[config.mk]
export PLATFORM = sky130hd
export DESIGN_NAME = od_bus_repeater
export DESIGN_NICKNAME = d
export VERILOG_FILES = /design/src/rtl/rpt_pkg.sv /design/src/rtl/rpt_sync.sv /design/src/rtl/rpt_conn_qual.sv /design/src/rtl/rpt_dir_ctl.sv /design/src/rtl/rpt_rise_gen.sv /design/src/rtl/od_bus_repeater.sv
export SDC_FILE = /design/constraint.sdc
export NUM_CORES = 1
export LEC_CHECK = 0
export BUFFER_PORTS_ARGS = -buffer_cell sky130_fd_sc_hd__buf_2
export CORE_MARGIN = 2
export CORE_UTILIZATION = 54
export DETAILED_ROUTE_END_ITERATION = 10
export GPL_TIMING_DRIVEN = 0
export PLACE_DENSITY = 0.76
export SKIP_LAST_GASP = 1
export SLEW_MARGIN = 20
export SYNTH_ARGS = -nofsm -noshare
export SYNTH_HDL_FRONTEND = slang
export SYNTH_SLANG_ARGS = --single-unit
[constraint.sdc]
create_clock -name clk -period 2.75 [get_ports clk]
set_clock_uncertainty 0.05 [all_clocks]
set_input_delay 0.55 -clock clk [delete_from_list [all_inputs] [get_ports clk]]
set_output_delay 0.55 -clock clk [all_outputs]
set_load 0.05 [all_outputs]
[src/rtl/rpt_pkg.sv]
package rpt_pkg;

  typedef enum logic [1:0] {
    DIR_IDLE = 2'd0,
    DIR_A2B  = 2'd1,
    DIR_B2A  = 2'd2
  } dir_e;

  // Pick a direction from the synchronised levels; a masked side is ignored.
  // Side A wins when both sides are low in the same sample.
  function automatic dir_e pick_dir(input logic a_lvl, input logic b_lvl,
                                    input logic a_mask, input logic b_mask);
    logic a_req;
    logic b_req;
    a_req = !a_lvl && !a_mask;
    b_req = !b_lvl && !b_mask;
    if (a_req)      return DIR_A2B;
    else if (b_req) return DIR_B2A;
    else            return DIR_IDLE;
  endfunction

  // True when a run counter has reached its limit with the current sample.
  function automatic logic run_done(input int unsigned cnt, input int unsigned limit);
    return (cnt + 1) >= limit;
  endfunction

  // A new rise event: both levels high now, not both high last sample.
  function automatic logic rise_edge(input logic a_lvl, input logic b_lvl,
                                     input logic both_prev);
    return a_lvl && b_lvl && !both_prev;
  endfunction

endpackage

[src/rtl/rpt_sync.sv]
module rpt_sync #(
  parameter int W      = 4,
  parameter int STAGES = 2
) (
  input  logic         clk,
  input  logic         rst_n,
  input  logic [W-1:0] d,
  output logic [W-1:0] q
);

  logic [STAGES-1:0][W-1:0] stg;

  always_ff @(posedge clk or negedge rst_n) begin
    if (!rst_n) begin
      stg <= '1;
    end else begin
      stg[0] <= d;
      for (int k = 1; k < STAGES; k++) begin
        stg[k] <= stg[k-1];
      end
    end
  end

  assign q = stg[STAGES-1];

endmodule

[src/rtl/rpt_conn_qual.sv]
module rpt_conn_qual #(
  parameter int CONN_CYCLES = 16
) (
  input  logic clk,
  input  logic rst_n,
  input  logic en,
  input  logic all_high,
  output logic connected,
  output logic conn_evt
);
  import rpt_pkg::*;

  localparam int CW = $clog2(CONN_CYCLES + 1);

  logic [CW-1:0] run_cnt;
  logic          conn_q;
  logic          at_limit;

  assign at_limit = run_done(int'(run_cnt), CONN_CYCLES);
  assign conn_evt = en && !conn_q && all_high && at_limit;

  always_ff @(posedge clk or negedge rst_n) begin
    if (!rst_n) begin
      run_cnt <= '0;
      conn_q  <= 1'b0;
    end else if (!en) begin
      run_cnt <= '0;
      conn_q  <= 1'b0;
    end else if (!conn_q) begin
      if (!all_high) begin
        run_cnt <= '0;
      end else if (at_limit) begin
        conn_q <= 1'b1;
      end else begin
        run_cnt <= run_cnt + 1'b1;
      end
    end
  end

  assign connected = conn_q;

endmodule

[src/rtl/rpt_dir_ctl.sv]
module rpt_dir_ctl (
  input  logic clk,
  input  logic rst_n,
  input  logic active,
  input  logic a_lvl,
  input  logic b_lvl,
  output logic drive_a,
  output logic drive_b
);
  import rpt_pkg::*;

  dir_e dir_q;
  dir_e dir_nx;
  logic mask_a;
  logic mask_b;

  assign dir_nx = pick_dir(a_lvl, b_lvl, mask_a, mask_b);

  always_ff @(posedge clk or negedge rst_n) begin
    if (!rst_n) begin
      dir_q  <= DIR_IDLE;
      mask_a <= 1'b0;
      mask_b <= 1'b0;
    end else if (!active) begin
      dir_q  <= DIR_IDLE;
      mask_a <= 1'b0;
      mask_b <= 1'b0;
    end else begin
      // a side we pulled low is unmasked once it reads high and is not driven
      if (a_lvl && dir_q != DIR_B2A) mask_a <= 1'b0;
      if (b_lvl && dir_q != DIR_A2B) mask_b <= 1'b0;
      case (dir_q)
        DIR_IDLE: begin
          dir_q <= dir_nx;
          if (dir_nx == DIR_A2B) mask_b <= 1'b1;
          if (dir_nx == DIR_B2A) mask_a <= 1'b1;
        end
        DIR_A2B: if (a_lvl) dir_q <= DIR_IDLE;
        DIR_B2A: if (b_lvl) dir_q <= DIR_IDLE;
        default: dir_q <= DIR_IDLE;
      endcase
    end
  end

  assign drive_b = (dir_q == DIR_A2B);
  assign drive_a = (dir_q == DIR_B2A);

endmodule

[src/rtl/rpt_rise_gen.sv]
module rpt_rise_gen #(
  parameter int PULSE_CYCLES = 8
) (
  input  logic clk,
  input  logic rst_n,
  input  logic active,
  input  logic accel,
  input  logic a_lvl,
  input  logic b_lvl,
  output logic fire,
  output logic pulse
);
  import rpt_pkg::*;

  localparam int PW = $clog2(PULSE_CYCLES + 1);
  localparam logic [PW-1:0] PLOAD = PW'(PULSE_CYCLES);

  logic [PW-1:0] left_q;
  logic          both_q;

  assign fire = active && accel && rise_edge(a_lvl, b_lvl, both_q);

  always_ff @(posedge clk or negedge rst_n) begin
    if (!rst_n) begin
      both_q <= 1'b1;
      left_q <= '0;
    end else begin
      both_q <= a_lvl && b_lvl;
      if (!active || !accel) begin
        left_q <= '0;
      end else if (fire) begin
        left_q <= PLOAD;
      end else if (left_q != '0) begin
        left_q <= left_q - 1'b1;
      end
    end
  end

  assign pulse = (left_q != '0);

endmodule

[src/rtl/od_bus_repeater.sv]
module od_bus_repeater #(
  parameter int NCH          = 2,
  parameter int CONN_CYCLES  = 16,
  parameter int PULSE_CYCLES = 8,
  parameter int SYNC_STAGES  = 2
) (
  input  logic           clk,
  input  logic           rst_n,
  input  logic           en,
  input  logic           accel_en,
  input  logic [NCH-1:0] pad_a_in,
  input  logic [NCH-1:0] pad_b_in,
  output logic [NCH-1:0] pad_a_pd_n,
  output logic [NCH-1:0] pad_b_pd_n,
  output logic [NCH-1:0] rise_a,
  output logic [NCH-1:0] rise_b,
  output logic           ready
);

  localparam int SW = 2 * NCH;

  logic [SW-1:0]  sync_q;
  logic [NCH-1:0] a_lvl;
  logic [NCH-1:0] b_lvl;
  logic           all_high;
  logic           connected;
  logic           conn_evt;
  logic           active;
  logic [NCH-1:0] drive_a;
  logic [NCH-1:0] drive_b;
  logic [NCH-1:0] rise_fire;
  logic [NCH-1:0] pulse;

  rpt_sync #(.W(SW), .STAGES(SYNC_STAGES)) u_sync (
    .clk   (clk),
    .rst_n (rst_n),
    .d     ({pad_b_in, pad_a_in}),
    .q     (sync_q)
  );

  assign a_lvl    = sync_q[NCH-1:0];
  assign b_lvl    = sync_q[SW-1:NCH];
  assign all_high = &sync_q;

  rpt_conn_qual #(.CONN_CYCLES(CONN_CYCLES)) u_qual (
    .clk       (clk),
    .rst_n     (rst_n),
    .en        (en),
    .all_high  (all_high),
    .connected (connected),
    .conn_evt  (conn_evt)
  );

  assign active = en && connected;

  for (genvar c = 0; c < NCH; c++) begin : g_ch
    rpt_dir_ctl u_dir (
      .clk     (clk),
      .rst_n   (rst_n),
      .active  (active),
      .a_lvl   (a_lvl[c]),
      .b_lvl   (b_lvl[c]),
      .drive_a (drive_a[c]),
      .drive_b (drive_b[c])
    );

    rpt_rise_gen #(.PULSE_CYCLES(PULSE_CYCLES)) u_rise (
      .clk    (clk),
      .rst_n  (rst_n),
      .active (active),
      .accel  (accel_en),
      .a_lvl  (a_lvl[c]),
      .b_lvl  (b_lvl[c]),
      .fire   (rise_fire[c]),
      .pulse  (pulse[c])
    );

    assign pad_a_pd_n[c] = !(drive_a[c] && en);
    assign pad_b_pd_n[c] = !(drive_b[c] && en);
    assign rise_a[c]     = pulse[c] && en && accel_en;
    assign rise_b[c]     = pulse[c] && en && accel_en;
  end

  assign ready = connected;

endmodule

==> flow_summary.yaml, run 1 <==
run_status:
  status: "complete, no violations"
hold_path:
  min-delay-path-class: "in -> async"
route:
  drt-pass1-iter-count: 4
  vias: 1093
  drt-vias-per-instance: 5.38
  drc: 0
  post_route_wl_um: 2490
  wl_per_cell_um: 12.3
  drtAntennaViolNets: 0
  dr.first_iter.drc_count: 21
worst_setup_path:
  timing_worst_setup_path_type: "reg -> out"
  required_ns: 2.15
  worstSetupEndpointType: "output pin"
  crit-reg2reg-launch: "g_ch[0].u_rise.left_q[0]"
  cp_data_arrival_time_ns: 1.99
  critPathSlowestCell: "sky130_fd_sc_hd__nor3b_1"
  worst_path_largest_cell_delay_ns: 0.49
  setup.worst_path.start_class: "flip-flop"
  cp.buffers_inverters: 3
  worst-path-max-fanout: 4
  crit_path_cell_trace: "inv_1, ha_1, nor3b_1, nor2_1, buf_4, buf_2"
  cp-startpoint: "g_ch[0].u_rise.left_q[0]"
  critical-path-top-delay-family: "simple AND/OR/NAND/NOR gates"
floorplanning:
  initial_utilization_pct: 55.7
  floorplan_die_height_um: 56.6
  die_area_um2: 3210
  fp.coreArea_um2: 2690
  placement_rows: 19
  io_pins: 17
  fp.dieW_um: 56.6
pwr:
  report.power.total_mw: 0.822
  vdd_ir_drop_max_v: 0.000427
  power.static_leakage_nw: 0.791
  power.density_cell_area_nw_per_um2: 490
yosys:
  synth_top_area_share_pct: 36.8
  synthesis.nets: 162
  combined_area_of_all_synthesized_cells_um2: 1500
  synth_largest_area_cell: "sky130_fd_sc_hd__dfrtp_1"
  synth.yosys.seq_area_share_pct: 54.4
  synth_ff_type: "sky130_fd_sc_hd__dfrtp_1"
  ranking_of_synthesized_cells_by_area: "sky130_fd_sc_hd__dfrtp_1 (37%), sky130_fd_sc_hd__dfstp_2 (18%), sky130_fd_sc_hd__nor2_1 (5.8%)"
  ys_seq_elements: 32
  synthArstFlopShare_pct: 100
  number_of_enable_type_register_cells_in_the_synthesized_netlist: 0
  syn_area_per_cell_um2: 10.0
  post_synth_inst_count: 149
  yosysUniqueCellTypes: 38
  yosysWarningCount: 0
sta:
  setup_viol: 0
  rsz0062_at_grt: "false"
  number_of_pins_exceeding_their_max_slew_limit_in_the_final_report: 0
  max_clock_freq_mhz: 386
  finalCriticalPeriod_ns: 2.59
  worst-slew-pin-transition_ns: 0.665
  setup_tns_ns: 0
  hold_violations: 0
  layout_worst_path_cycle_share_pct: 94.2
  worst_max_slew_margin_expressed_relative_to_the_limit_pct: 55.7
clocking:
  clk_latency_ns: 0.34
  htree_num_levels: 2
  clkSlewWorstSetupHoldPaths_ns: 0.10
  cts_tree: "built"
  number_of_clock_sinks_seen_by_cts: 32
  clock_path_buffers: 2
  cts.hold.buffers_added: 0
  cts_inserted_buffers: 5
  cts_repair_resize_count: 0
  cts_root_buf: "sky130_fd_sc_hd__clkbuf_4"
  post-cts-setup-buffers: 0
placed_design:
  placed_cells: 195
  place_hpwl_um: 1850
  port_buffers: 15
  gp_routability_congestion: 0.823
cells_and_area:
  area_delta_synth_final_pct: 12.2
  most_common_cell_after_layout_fill_and_taps_aside: "sky130_fd_sc_hd__nor2_1"
  top_library_cells_by_usage_in_the_layout_fill_and_taps_aside: "sky130_fd_sc_hd__nor2_1 (23), sky130_fd_sc_hd__dfrtp_1 (22), sky130_fd_sc_hd__inv_1 (18)"
  layout.nets: 184
  num_antenna_cells: 0
  finalNonFillerCells: 203
  drive_gt1_share_pct: 22.7
job:
  maxCapViolations: 0
global_route:
  wire_length_of_the_first_global_routing_pass_um: 4630
  grt_antenna_before_repair: 0
  global_route.usage.total_pct: 19.0
  number_of_global_route_vias_before_repair: 1122
  maximum_number_of_pins_on_one_net_before_global_route_repair: 33
  global_route_overflow: 0
-- cell usage after synthesis (all sizes together) (3+ instances only) --
cell type,number
or3,3
mux2i,4
nand2,9
inv,18
ha,5
a21oi,8
o21ai,3
nor3,4
nor2,23
buf,3
dfstp,10
dfrtp,22
nand3,6
and2,3
-- power breakdown --
group	internal [mW]	leakage, nW	switching, mW
logic	0.0113	0.340	0.0194
registers	0.484	0.412	0.00601
clock network	0.150	0.0386	0.151
-- worst register-to-register path: stages, from the launching register on --
cell and delay [ns]:
sky130_fd_sc_hd__dfrtp_1 0.39, sky130_fd_sc_hd__inv_1 0.11, sky130_fd_sc_hd__ha_1 0.21, sky130_fd_sc_hd__nor3b_1 0.49, sky130_fd_sc_hd__nor2_1 0.08, sky130_fd_sc_hd__a21oi_1 0.13
sky130_fd_sc_hd__nor2_1 0.05
-- per-stage QoR --
stage / worst slack, ns / instance area [µm²] / util [%] / hold slack, ns
2_1_floorplan: 0.236 / 1500 / - / 0.204
3_3_place_gp: 0.629 / 1610 / 59.9 / 0.296
3_5_place_dp: 0.522 / 1610 / 59.9 / 0.297
4_1_cts: 0.124 / 1680 / 62.5 / 0.197
5_1_grt: 0.0105 / 1680 / 62.5 / 0.240
6_report: 0.160 / 1680 / 62.5 / 0.184
-- metal layers --
| metal | vias up | global-route usage [%] | routed length, µm |
|---|---|---|---|
| met5 | - | 0 | 0 |
| li1 | 549 | - | - |
| met3 | 7 | 5.76 | 101 |
| met2 | 16 | 31.1 | 1210 |
| met1 | 521 | 22.3 | 1140 |
| met4 | 0 | 10.2 | 48 |
-- sequential cells by signal, indices dropped and copies added (netlist names), 2 cells and up --
name                cells
g_ch.u_dir.mask_b       2
g_ch.u_rise.left_q      8
g_ch.u_rise.both_q      2
g_ch.u_dir.mask_a       2
u_sync.q                4
u_qual.run_cnt          5
g_ch.u_dir.dir_q        4
u_sync.stg              4
-- kinds of logic (layout without fill, tap and decap cells) --
| logic type | Yosys count | count (layout) | share of synthesized area (%) |
|---|---|---|---|
| compound gates | 25 | 25 | 11.2 |
| mux | 5 | 5 | 3.43 |
| simple gates | 59 | 59 | 19.3 |
| xor+xnor | 2 | 2 | 1.17 |
| flops | 32 | 32 | 54.4 |
| fa+ha+maj | 5 | 5 | 4.18 |
| buf+inv | 21 | 44 | 6.28 |
-- final cells by class --
| class | instances | area [µm²] |
|---|---|---|
| Fill cell | 231 | 1010 |
| Sequential cell | 32 | 813 |
| Multi-Input combinational cell | 96 | 588 |
| Timing Repair Buffer | 15 | 75.1 |
| Clock buffer | 8 | 68.8 |
| Inverter | 18 | 67.6 |
| Tap cell | 31 | 38.8 |
| Buffer | 3 | 26.3 |
-- path summary, 6_finish.rpt --
kind	endpoint	depth (start not counted)	slack, ns
hold / removal	u_qual.run_cnt[2]	1	0.18
min in group clk	u_sync.stg[1]	1	0.25
setup reg to reg	g_ch[0].u_rise.left_q[1]	6	1.13
max in group asynchronous	g_ch[1].u_dir.dir_q[0]	1	2.03
setup / recovery	rise_b[0]	6	0.16
hold reg to reg	u_sync.q[0]	0	0.31
(Power assumes the default switching activity.)
==> inputs of run 2 (changes only) <==
--- a/config.mk
+++ b/config.mk
@@ -8,6 +8,7 @@
 export BUFFER_PORTS_ARGS = -buffer_cell sky130_fd_sc_hd__buf_2
 export CORE_MARGIN = 2
 export CORE_UTILIZATION = 54
+export CTS_BUF_LIST = sky130_fd_sc_hd__clkbuf_8
 export DETAILED_ROUTE_END_ITERATION = 10
 export GPL_TIMING_DRIVEN = 0
 export PLACE_DENSITY = 0.76
==> run 2 against run 1 <==
Net effect: hold slack gained 0.063 ns; critical endpoint unchanged; routed wire length grew 1.3%; sequential power is essentially flat; count of clock-buffer cells in the layout shrank 1; highest routed layer unchanged; largest power group unchanged.
==> flow_summary.yaml, run 2 (synthesized netlist as in run 1, its figures left out) <==
sta:
  setup_tns_ns: 0
  worst-slew-pin-transition_ns: 0.666
  rsz0062_at_grt: "false"
  worst_max_slew_margin_expressed_relative_to_the_limit_pct: 55.6
  hold_violations: 0
  layout_worst_path_cycle_share_pct: 91.9
  worst_case_setup_margin_in_the_final_layout_ns: 0.222
  number_of_pins_exceeding_their_max_slew_limit_in_the_final_report: 0
  setup_viol: 0
  max_clock_freq_mhz: 396
  finalCriticalPeriod_ns: 2.53
worst_setup_path:
  worst-path-max-fanout: 4
  required_ns: 2.15
  cp.buffers_inverters: 3
  worstSetupEndpointType: "output pin"
  critical_path_depth: 6
  ff2ff_path_depth: 6
  critPathSlowestCell: "sky130_fd_sc_hd__nor3b_1"
  setup.worst_path.start_class: "flip-flop"
  timing_worst_setup_path_type: "reg -> out"
  crit_path_cell_trace: "inv_1, ha_1, nor3b_1, nor2_1, buf_4, buf_2"
  critical-path-top-delay-family: "simple AND/OR/NAND/NOR gates"
  worst_path_largest_cell_delay_ns: 0.48
  cp_data_arrival_time_ns: 1.93
run_status:
  status: "complete, no violations"
clocking:
  clock_path_buffers: 2
  post-cts-setup-buffers: 0
  cts.hold.buffers_added: 0
  number_of_clock_sinks_seen_by_cts: 32
  cts_repair_resize_count: 0
  cts_root_buf: "sky130_fd_sc_hd__clkbuf_8"
  cts_inserted_buffers: 5
  clk_latency_ns: 0.29
  htree_num_levels: 2
  cts_tree: "built"
  clkSlewWorstSetupHoldPaths_ns: 0.07
cells_and_area:
  top_library_cells_by_usage_in_the_layout_fill_and_taps_aside: "sky130_fd_sc_hd__nor2_1 (23), sky130_fd_sc_hd__dfrtp_1 (22), sky130_fd_sc_hd__inv_1 (19)"
  num_antenna_cells: 0
  flip_flop_count_of_the_largest_register_after_layout: 8
  area_delta_synth_final_pct: 14.3
  layout.nets: 184
  most_common_cell_after_layout_fill_and_taps_aside: "sky130_fd_sc_hd__nor2_1"
  registers.top_by_ff_count: "g_ch.u_rise.left_q"
  final_util_pct: 63.6
  drive_gt1_share_pct: 22.7
  largestRegisters: "g_ch.u_rise.left_q x8, u_qual.run_cnt x5"
route:
  vias: 1087
  drt-pass1-iter-count: 4
  wl_per_cell_um: 12.4
  drt-vias-per-instance: 5.35
  drc: 0
  drtAntennaViolNets: 0
  dr.first_iter.drc_count: 21
  post_route_wl_um: 2530
global_route:
  maximum_number_of_pins_on_one_net_before_global_route_repair: 33
  number_of_global_route_vias_before_repair: 1141
  wire_length_of_the_first_global_routing_pass_um: 4720
  global_route.usage.total_pct: 19.6
  global_route_overflow: 0
  grt_antenna_before_repair: 0
placed_design:
  port_buffers: 15
  gp_routability_congestion: 0.823
  place_hpwl_um: 1850
  worst_setup_slack_before_clock_tree_synthesis_ns: 0.522
pwr:
  power.static_leakage_nw: 0.808
  power.density_cell_area_nw_per_um2: 531
  vdd_ir_drop_max_v: 0.000540
floorplanning:
  placement_rows: 19
  fp.dieW_um: 56.6
  fp.coreArea_um2: 2690
  floorplan_die_height_um: 56.6
  die_area_um2: 3210
  initial_utilization_pct: 55.7
  io_pins: 17
job:
  maxCapViolations: 0
hold_path:
  min-delay-path-class: "in -> async"
## run 2: metrics by stage
stage	power (mW)	cells	instance area [µm²]	hold slack (ns)
floorplan	0.513	149	1500	0.204
global placement	0.528	195	1610	0.296
detailed placement	0.530	195	1610	0.297
CTS	0.921	203	1710	0.262
global route	0.935	203	1710	0.307
finish	0.908	203	1710	0.247
## run 2: area by class of cell
cell class	count	area, µm²
Multi-Input combinational cell	96	588
Tap cell	31	38.8
Timing Repair Buffer	15	75.1
Clock buffer	7	96.3
Buffer	3	26.3
Clock inverter	1	3.75
Inverter	18	67.6
Sequential cell	32	813
Fill cell	223	977
## run 2: path summary, 6_finish.rpt
kind | from | to | slack [ns]
worst max-delay path | g_ch[0].u_rise.left_q[0] | rise_b[0] | 0.22
worst min-delay path | rst_n | u_qual.run_cnt[2] | 0.25
worst max register to register | g_ch[0].u_rise.left_q[0] | g_ch[0].u_rise.left_q[1] | 1.13
worst min register to register | u_sync.stg[0] | u_sync.q[0] | 0.31
max in group asynchronous | rst_n | g_ch[1].u_rise.left_q[0] | 1.97
min in group clk | u_sync.stg[0] | u_sync.q[0] | 0.31
## run 2: layer usage
| metal | vias to the layer above | GRT usage [%] | part of all wire [%] |
|---|---|---|---|
| li1 | 548 | - | - |
| met5 | - | 0 | 0 |
| met4 | 0 | 15.0 | 3.0 |
| met1 | 515 | 22.8 | 45 |
| met3 | 8 | 3.69 | 3.0 |
| met2 | 16 | 31.9 | 49 |
## run 2: where the power goes
group / switching, mW / internal (mW) / leakage, nW
combinational: 0.0194 / 0.0113 / 0.340
clock: 0.162 / 0.224 / 0.0557
sequential: 0.00599 / 0.485 / 0.412
total: 0.188 / 0.720 / 0.808
